$ cat src/rtl/dbgx_pkg.sv
`timescale 1ns/1ps
package dbgx_pkg;
  localparam int XW = 32;
  localparam int FW = 6;

  // debug control word positions
  localparam int DS_BIT  = 31;
  localparam int DM_BIT  = 30;
  localparam int INH_BIT = 20;
  localparam logic [XW-1:0] TYPE_MASK = 32'h000C_7C3F;

  // status positions
  localparam int ERL_BIT = 2;
  localparam int EXL_BIT = 1;

  localparam logic [XW-1:0] SLOT_STEP = 32'd4;

  typedef enum logic [1:0] {
    ACT_NONE  = 2'd0,
    ACT_ENTRY = 2'd1,
    ACT_DRET  = 2'd2,
    ACT_ERET  = 2'd3
  } act_e;

  function automatic logic [XW-1:0] bit_of(input int pos);
    logic [XW-1:0] v;
    v = '0;
    v[pos] = 1'b1;
    return v;
  endfunction

  function automatic logic [XW-1:0] entry_word(input logic [XW-1:0] old_w,
                                               input logic [XW-1:0] req_type,
                                               input logic slot);
    logic [XW-1:0] w;
    w = old_w & ~TYPE_MASK;
    w = w | (req_type & TYPE_MASK);
    w = w | bit_of(DM_BIT) | bit_of(INH_BIT);
    w[DS_BIT] = slot;
    return w;
  endfunction

  function automatic logic [XW-1:0] entry_ret(input logic [XW-1:0] pc,
                                              input logic slot,
                                              input logic compact);
    logic [XW-1:0] a;
    a = slot ? (pc - SLOT_STEP) : pc;
    a[0] = a[0] | compact;
    return a;
  endfunction

  function automatic logic [XW-1:0] clear_lsb(input logic [XW-1:0] a);
    return {a[XW-1:1], 1'b0};
  endfunction
endpackage

$ cat src/rtl/dbgx_decode.sv
`timescale 1ns/1ps
module dbgx_decode
  import dbgx_pkg::*;
#(
  parameter logic [FW-1:0] DRET_CODE = 6'h1F,
  parameter logic [FW-1:0] ERET_CODE = 6'h18
) (
  input  logic          dbg_req,
  input  logic          instr_vld,
  input  logic [FW-1:0] cop0_func,
  output act_e          act
);
  logic hit_dret;
  logic hit_eret;

  assign hit_dret = instr_vld && (cop0_func == DRET_CODE);
  assign hit_eret = instr_vld && (cop0_func == ERET_CODE);

  always_comb begin
    if (dbg_req)       act = ACT_ENTRY;
    else if (hit_dret) act = ACT_DRET;
    else if (hit_eret) act = ACT_ERET;
    else               act = ACT_NONE;
  end
endmodule

$ cat src/rtl/dbgx_entry.sv
`timescale 1ns/1ps
module dbgx_entry
  import dbgx_pkg::*;
(
  input  logic [XW-1:0] old_word,
  input  logic [XW-1:0] req_type,
  input  logic          slot,
  input  logic [XW-1:0] pc,
  input  logic          compact,
  output logic [XW-1:0] new_word,
  output logic [XW-1:0] new_ret
);
  assign new_word = entry_word(old_word, req_type, slot);
  assign new_ret  = entry_ret(pc, slot, compact);
endmodule

$ cat src/rtl/dbgx_return.sv
`timescale 1ns/1ps
module dbgx_return
  import dbgx_pkg::*;
(
  input  act_e          act,
  input  logic [XW-1:0] cur_word,
  input  logic [XW-1:0] dbg_ret,
  input  logic [XW-1:0] status_in,
  input  logic [XW-1:0] exc_ret,
  input  logic [XW-1:0] err_ret,
  output logic [XW-1:0] left_word,
  output logic [XW-1:0] ret_addr,
  output logic [XW-1:0] status_new
);
  logic          use_err;
  logic [XW-1:0] lvl_src;
  logic [XW-1:0] lvl_mask;

  assign use_err   = status_in[ERL_BIT];
  assign lvl_src   = use_err ? err_ret : exc_ret;
  assign lvl_mask  = use_err ? bit_of(ERL_BIT) : bit_of(EXL_BIT);
  assign status_new = status_in & ~lvl_mask;
  assign left_word = cur_word & ~(bit_of(DM_BIT) | bit_of(INH_BIT));
  assign ret_addr  = (act == ACT_DRET) ? dbg_ret : lvl_src;
endmodule

$ cat src/rtl/dbgx_unit.sv
`timescale 1ns/1ps
module dbgx_unit
  import dbgx_pkg::*;
#(
  parameter logic [XW-1:0] DBG_VECTOR = 32'hBFC0_0480,
  parameter logic [FW-1:0] DRET_CODE  = 6'h1F,
  parameter logic [FW-1:0] ERET_CODE  = 6'h18
) (
  input  logic          clk,
  input  logic          rst_n,
  input  logic [XW-1:0] cur_pc,
  input  logic          cur_compact,
  input  logic          in_slot,
  input  logic          dbg_req,
  input  logic [XW-1:0] dbg_type,
  input  logic          instr_vld,
  input  logic [FW-1:0] cop0_func,
  input  logic [XW-1:0] status_in,
  input  logic [XW-1:0] exc_ret_pc,
  input  logic [XW-1:0] err_ret_pc,
  output logic [XW-1:0] dbg_word,
  output logic [XW-1:0] dbg_ret_pc,
  output logic          status_wr_en,
  output logic [XW-1:0] status_wr_data,
  output logic          redir_vld,
  output logic [XW-1:0] redir_pc,
  output logic          isa_nxt,
  output logic          ll_clr
);
  act_e          act;
  logic [XW-1:0] ent_word;
  logic [XW-1:0] ent_ret;
  logic [XW-1:0] left_word;
  logic [XW-1:0] ret_addr;
  logic [XW-1:0] status_new;
  logic [XW-1:0] raw_tgt;

  dbgx_decode #(.DRET_CODE(DRET_CODE), .ERET_CODE(ERET_CODE)) u_dec (
    .dbg_req   (dbg_req),
    .instr_vld (instr_vld),
    .cop0_func (cop0_func),
    .act       (act)
  );

  dbgx_entry u_ent (
    .old_word (dbg_word),
    .req_type (dbg_type),
    .slot     (in_slot),
    .pc       (cur_pc),
    .compact  (cur_compact),
    .new_word (ent_word),
    .new_ret  (ent_ret)
  );

  dbgx_return u_ret (
    .act        (act),
    .cur_word   (dbg_word),
    .dbg_ret    (dbg_ret_pc),
    .status_in  (status_in),
    .exc_ret    (exc_ret_pc),
    .err_ret    (err_ret_pc),
    .left_word  (left_word),
    .ret_addr   (ret_addr),
    .status_new (status_new)
  );

  assign raw_tgt        = (act == ACT_ENTRY) ? DBG_VECTOR : ret_addr;
  assign redir_vld      = (act != ACT_NONE);
  assign redir_pc       = clear_lsb(raw_tgt);
  assign isa_nxt        = (act != ACT_ENTRY) && raw_tgt[0];
  assign status_wr_en   = (act == ACT_ERET);
  assign status_wr_data = status_new;
  assign ll_clr         = (act == ACT_ERET);

  always_ff @(posedge clk or negedge rst_n) begin
    if (!rst_n) begin
      dbg_word   <= '0;
      dbg_ret_pc <= '0;
    end else begin
      case (act)
        ACT_ENTRY: begin
          dbg_word   <= ent_word;
          dbg_ret_pc <= ent_ret;
        end
        ACT_DRET: dbg_word <= left_word;
        default: ;
      endcase
    end
  end
endmodule

$ cat config.mk
export PLATFORM = sky130hd
export DESIGN_NAME = dbgx_unit
export DESIGN_NICKNAME = d
export VERILOG_FILES = /design/src/rtl/dbgx_pkg.sv /design/src/rtl/dbgx_decode.sv /design/src/rtl/dbgx_entry.sv /design/src/rtl/dbgx_return.sv /design/src/rtl/dbgx_unit.sv
export SDC_FILE = /design/constraint.sdc
export NUM_CORES = 1
export LEC_CHECK = 0
export ABC_AREA = 1
export ABC_CLOCK_PERIOD_IN_PS = 5200
export BUFFER_PORTS_ARGS = -buffer_cell sky130_fd_sc_hd__buf_4
export CAP_MARGIN = 20
export CELL_PAD_IN_SITES_DETAIL_PLACEMENT = 2
export CELL_PAD_IN_SITES_GLOBAL_PLACEMENT = 2
export CORE_MARGIN = 5
export CORE_UTILIZATION = 19
export CTS_BUF_LIST = sky130_fd_sc_hd__clkbuf_16
export DETAILED_ROUTE_END_ITERATION = 6
export PLACE_DENSITY = 0.87
export SYNTH_ARGS = -nofsm -noshare
export SYNTH_HDL_FRONTEND = slang
export SYNTH_SLANG_ARGS = --single-unit
$ cat constraint.sdc
create_clock -name clk -period 5.2 [get_ports clk]
set_clock_uncertainty 0.1 [all_clocks]
set_input_delay 1.56 -clock clk [delete_from_list [all_inputs] [get_ports clk]]
set_output_delay 1.56 -clock clk [all_outputs]
set_load 0.02 [all_outputs]
; Word-level counts from Yosys, hierarchy flattened
; Index checks and enable logic that the tools add are counted.
[classes]
add_sub_neg = 1
eq_ne = 6
mux = 9
bitwise_logic = 5
n_reduce_logical = 6
[ops]
columns = cell, count
row1 = $mux W32, 4
row2 = $pmux W32 S2, 1
row3 = $and A32 B32 Y32, 1
row4 = $not A32 Y32, 1
row5 = $sub A32 B3 Y32 const B, 1
row6 = $or A30 B20 Y30, 1
row7 = $eq A6 B5 Y1 const B, 2
row8 = $mux W2, 3
row9 = $eq A2 B2 Y1 const B, 2
row10 = $reduce_bool A2 Y1, 2
row11 = $logic_and A1 B1 Y1, 3
row12 = $mux W3, 1
row13 = $eq A2 B1 Y1 const B, 1
row14 = $ne A2 B1 Y1 const B, 1
row15 = $reduce_and A2 Y1, 1
row16 = $not A1 Y1, 1
row17 = $or A1 B1 Y1, 1
[totals]
reg_bits = 64
in_bits = 172
out_inout_bits = 132
word_cells = 30

; Logic depth before layout (Yosys ltp)
[logic_depth]
ltp_word = 9
depth_mapped = 13
ltp_nobuf = 11

; Cells and area by module
; A second synthesis with hierarchy kept.
[hier_totals]
hier_cells = 985
area_unflattened_um2 = 6189.7
[by_module_without_submodules]
columns = module, n_inst, cells_each, area_each_um2, seq_area_each_um2
row1 = dbgx_unit, 1, 474, 3465.8, 1601.5
row2 = dbgx_return, 1, 307, 1519.0, 0.0
row3 = dbgx_entry, 1, 188, 1141.1, 0.0
row4 = dbgx_decode, 1, 16, 63.8, 0.0

; Worst setup path after synthesis
; No wires, ideal clock.
[synth_path]
path_type = in2out
startpoint = in cop0_func[0]
endpoint = out redir_pc[10]
arrival_time_ns = 3.215
required_time_ns = 3.540
slack_ns = 0.325
path_stages = 8
n_path_buf = 2
path_cell_list = nor2_1 -> nand3b_1 -> o21ai_0 -> inv_1 -> ha_1 -> buf_2 -> clkbuf_1 -> o21ai_0
[synth_via]
elab_chain_cells = 8
word_cells_on_any_way = 11
cone_classes = 4 x eq/ne / 5 x mux / 2 x reduce/logical
[synth_lines]
columns = element, line
row1 = "start, declared", dbgx_unit.sv:17  ; input logic [FW-1:0] cop0_func,
row2 = $eq A6 B5 Y1, dbgx_decode.sv:17  ; assign hit_eret = instr_vld && (cop0_func == ERET_CODE);
row3 = $logic_and A1 B1 Y1, dbgx_decode.sv:17
row4 = $mux W2, dbgx_decode.sv:22  ; else if (hit_eret) act = ACT_ERET;
row5 = $mux W2 *, dbgx_decode.sv:21  ; else if (hit_dret) act = ACT_DRET;
row6 = $mux W2 *, dbgx_decode.sv:20  ; if (dbg_req) act = ACT_ENTRY;
row7 = $eq A2 B2 Y1, dbgx_return.sv:24  ; assign ret_addr = (act == ACT_DRET) ? dbg_ret : lvl_src;
row8 = $mux W32, dbgx_return.sv:24
row9 = $mux W32 *, dbgx_unit.sv:67  ; assign raw_tgt = (act == ACT_ENTRY) ? DBG_VECTOR : ret_addr;
row10 = "end, declared", dbgx_unit.sv:26  ; output logic [XW-1:0] redir_pc,
; Mark *: on every way between the ends. The rest lies on a longest branch, timed or not.

; Final worst setup path
[layout_path]
startpoint = in cop0_func[0]
endpoint = out redir_pc[14]
; The elaborated chain is that of the path after synthesis.

==> flow_summary.json <==
{
  "via_count": 4506,
  "ir_drop_mv": 0.111,
  "netlist.area_leader.share_pct": 28.6,
  "status": "complete, no violations",
  "drv_cap": 0,
  "dieHeight_um": 157,
  "io_pins": 304,
  "syn-cell-area_sq_um": 4120,
  "core_sq_um": 21200,
  "place_ws_ns": 0.166,
  "hold_viol_final": 0,
  "synth_top_family_by_area": "simple AND/OR/NAND/NOR gates",
  "synthAdderAreaFrac_pct": 1.82,
  "ys_ff_latch": 47,
  "cts_tree": "yes",
  "async_reset_ff_share_pct": 100,
  "cts_setup_buffers": 0,
  "setup_slack_ns": 0.273,
  "arrival_ns": 3.27,
  "grt_start_max_net_pins": 48,
  "path_class": "in2out",
  "finalCriticalPeriod_ns": 4.93,
  "setup_viol_count_final": 0,
  "clock_sinks": 47,
  "place.gp.congestion": 0.806,
  "firstDrtPassIters": 4,
  "cts_buffers": 5,
  "total_leakage_power_uw": 0.00310,
  "detail_route.vias_per_cell": 4.29,
  "portBuffers": 206,
  "grt_pass1_vias": 4984,
  "core.rowCount": 53,
  "crit_path_end_kind": "output port",
  "die_x_um": 157,
  "synthSimpleGateAreaFrac_pct": 26.4,
  "power_density_nw_per_um2": 201,
  "htreeDepth": 2,
  "drc": 0,
  "drt_iter0_drc": 119,
  "fmax_mhz": 203,
  "drive_above_1_share_pct": 33.8,
  "place_area_sq_um": 5690,
  "synth_edf_count": 0,
  "synth_area_leaders": "dfrtp_1 29%, buf_4 9.7%, nand2_1 8.9%, inv_1 8.5%, o21ai_0 7.5%",
  "antenna_left": 0,
  "fin_area_sq_um": 5830,
  "grt_pass1_wl_mm": 27.6,
  "clock_path_buffers": 2,
  "synth.distinct_cells": 32,
  "finalSetupTns_ns": 0,
  "slew_headroom_pct": 40.2,
  "yosys.area_share.xor_xnor_pct": 1.06,
  "antennaDiodeCount": 0,
  "synth_top_cell_by_area": "dfrtp_1",
  "clkTransAtPathRegs_ns": 0.07,
  "min_period_over_period_pct": 94.8,
  "post_drt_wl_per_cell_um": 17.6,
  "hold_class": "reg2reg",
  "grt.overflow.total": 0,
  "clkLatencyLatePin_ns": 0.29,
  "syn_area_per_cell_sq_um": 6.74,
  "hpwl_mm": 15.6,
  "start_util_pct": 19.5,
  "die_area_sq_um": 24700,
  "fin_nets": 953,
  "drv_slew": 0,
  "cts_root_buffer": "clkbuf_16",
  "critPathMaxFanout": 21,
  "fillCellCount": 2545,
  "grt_setup_unrepaired": "no",
  "area_growth_pct": 41.7,
  "worstMarginPinSlew_ns": 0.897,
  "ys_seq_area_share_pct": 28.6,
  "yosys_warnings": 0,
  "antenna_found_initial": 0,
  "routed_wl_mm": 18.5,
  "synth_mux_area_share_pct": 8.42,
  "hold_buffers": 0,
  "required_ns": 3.54,
  "critPathLaunchType": "input pin",
  "track_usage_pct": 14.3,
  "synth-compound-area-share_pct": 13.2,
  "syn_inst": 611,
  "synth_flop_cell": "dfrtp_1"
}
path summary, 6_finish.rpt:
| check | start | end | slack, ns | cells after the start |
|---|---|---|---|---|
| min in group asynchronous | rst_n | dbg_word[4] | 1.19 | 1 |
| hold reg to reg | dbg_ret_pc[31] | dbg_ret_pc[31] | 0.42 | 2 |
| setup / recovery | cop0_func[0] | redir_pc[14] | 0.27 | 13 |
| max in group asynchronous | rst_n | dbg_ret_pc[25] | 3.37 | 1 |
| setup reg to reg | dbg_ret_pc[10] | dbg_ret_pc[10] | 4.31 | 2 |
| hold / removal | dbg_ret_pc[31] | dbg_ret_pc[31] | 0.42 | 2 |
per-layer routing:
layer  up-vias  global-route usage [%]  wire, um
li1       2196                       -         -
met2       136                    26.3      9410
met5         -                       0         0
met4         0                    3.40       276
met1      2158                    16.9      7660
met3        16                    3.08      1150
logic make-up (layout without fill, tap and decap cells):
logic type,after synthesis,after routing
and+or+nand+nor,246,246
buffers and inverters,169,317
AOI/OAI and AO/OA,105,105
DFF,47,47
muxes,32,32
adders and majority gates,6,6
xor gates and xnor gates,5,5
other,1,18
registers in the layout, summed over array words and instances (netlist names):
| name | flops |
|---|---|
| dbg_word | 15 |
| dbg_ret_pc | 32 |
what timing repair did:
action	in CTS	in global routing
endpoints found under the setup margin	0	2
hold endpoints to repair	0	0
gates resized for setup	0	1
layout by cell type (no fill, tap or decap), types with 2 or more instances in the layout:
cell type  count
nand4_1        7
nand3_1       48
o21bai_1       4
nand2_2        7
nor2_2         3
mux2_2        21
ha_1           4
nor2_4         3
buf_4        212
conb_1        18
mux2i_1       11
dfrtp_1       47
o21ai_0       61
buf_12         3
clkbuf_16      5
xor2_1         5
nor2_1        74
inv_1         94
ha_2           2
a21oi_1       32
nand2_1       98
o21ai_1        5
critical path, stage by stage:
cell and delay (ns):
buf_4 0.12, nor2_1 0.10, nand3b_1 0.11, o21ai_1 0.19
inv_1 0.09, ha_2 0.23, inv_1 0.15, buf_12 0.20
nor2_1 0.05, nor2_1 0.13, o21ai_0 0.13, inv_1 0.07
buf_4 0.13
cell usage after synthesis, types with 4 or more instances:
cell / n
nand2_1: 98
inv_1: 93
nor2_1: 74
o21ai_0: 62
buf_4: 53
nand3_1: 48
dfrtp_1: 47
a21oi_1: 32
mux2_2: 21
clkbuf_1: 13
mux2i_1: 11
buf_2: 8
nand2_2: 7
nand4_1: 7
ha_1: 6
xor2_1: 5
o21ai_1: 4
o21bai_1: 4
where the power goes:
group	switching, uW	internal, uW
registers	30.8	400
logic	238	182
clock network	143	176
total	412	758
cell type report:
cell class | count | area, sq um | share of cell area [%]
multi-input combinational | 412 | 2170 | 37.2
clock buffer | 5 | 125 | 2.15
tap | 275 | 344 | 5.90
inverter | 94 | 353 | 6.05
clock inverter | 3 | 16.3 | 0.279
timing repair buffer | 215 | 1650 | 28.3
sequential | 47 | 1180 | 20.2
metrics by stage:
step | util, % | hold slack [ns] | cells | power (uW)
after floorplan | - | 0.506 | 628 | 670
after global placement | 26.9 | 0.407 | 1043 | 852
after detailed placement | 26.9 | 0.401 | 1043 | 866
after CTS | 27.6 | 0.420 | 1051 | 1200
after global routing | 27.6 | 0.464 | 1051 | 1240
final | 27.6 | 0.420 | 1051 | 1170
(Power assumes the default switching activity.)
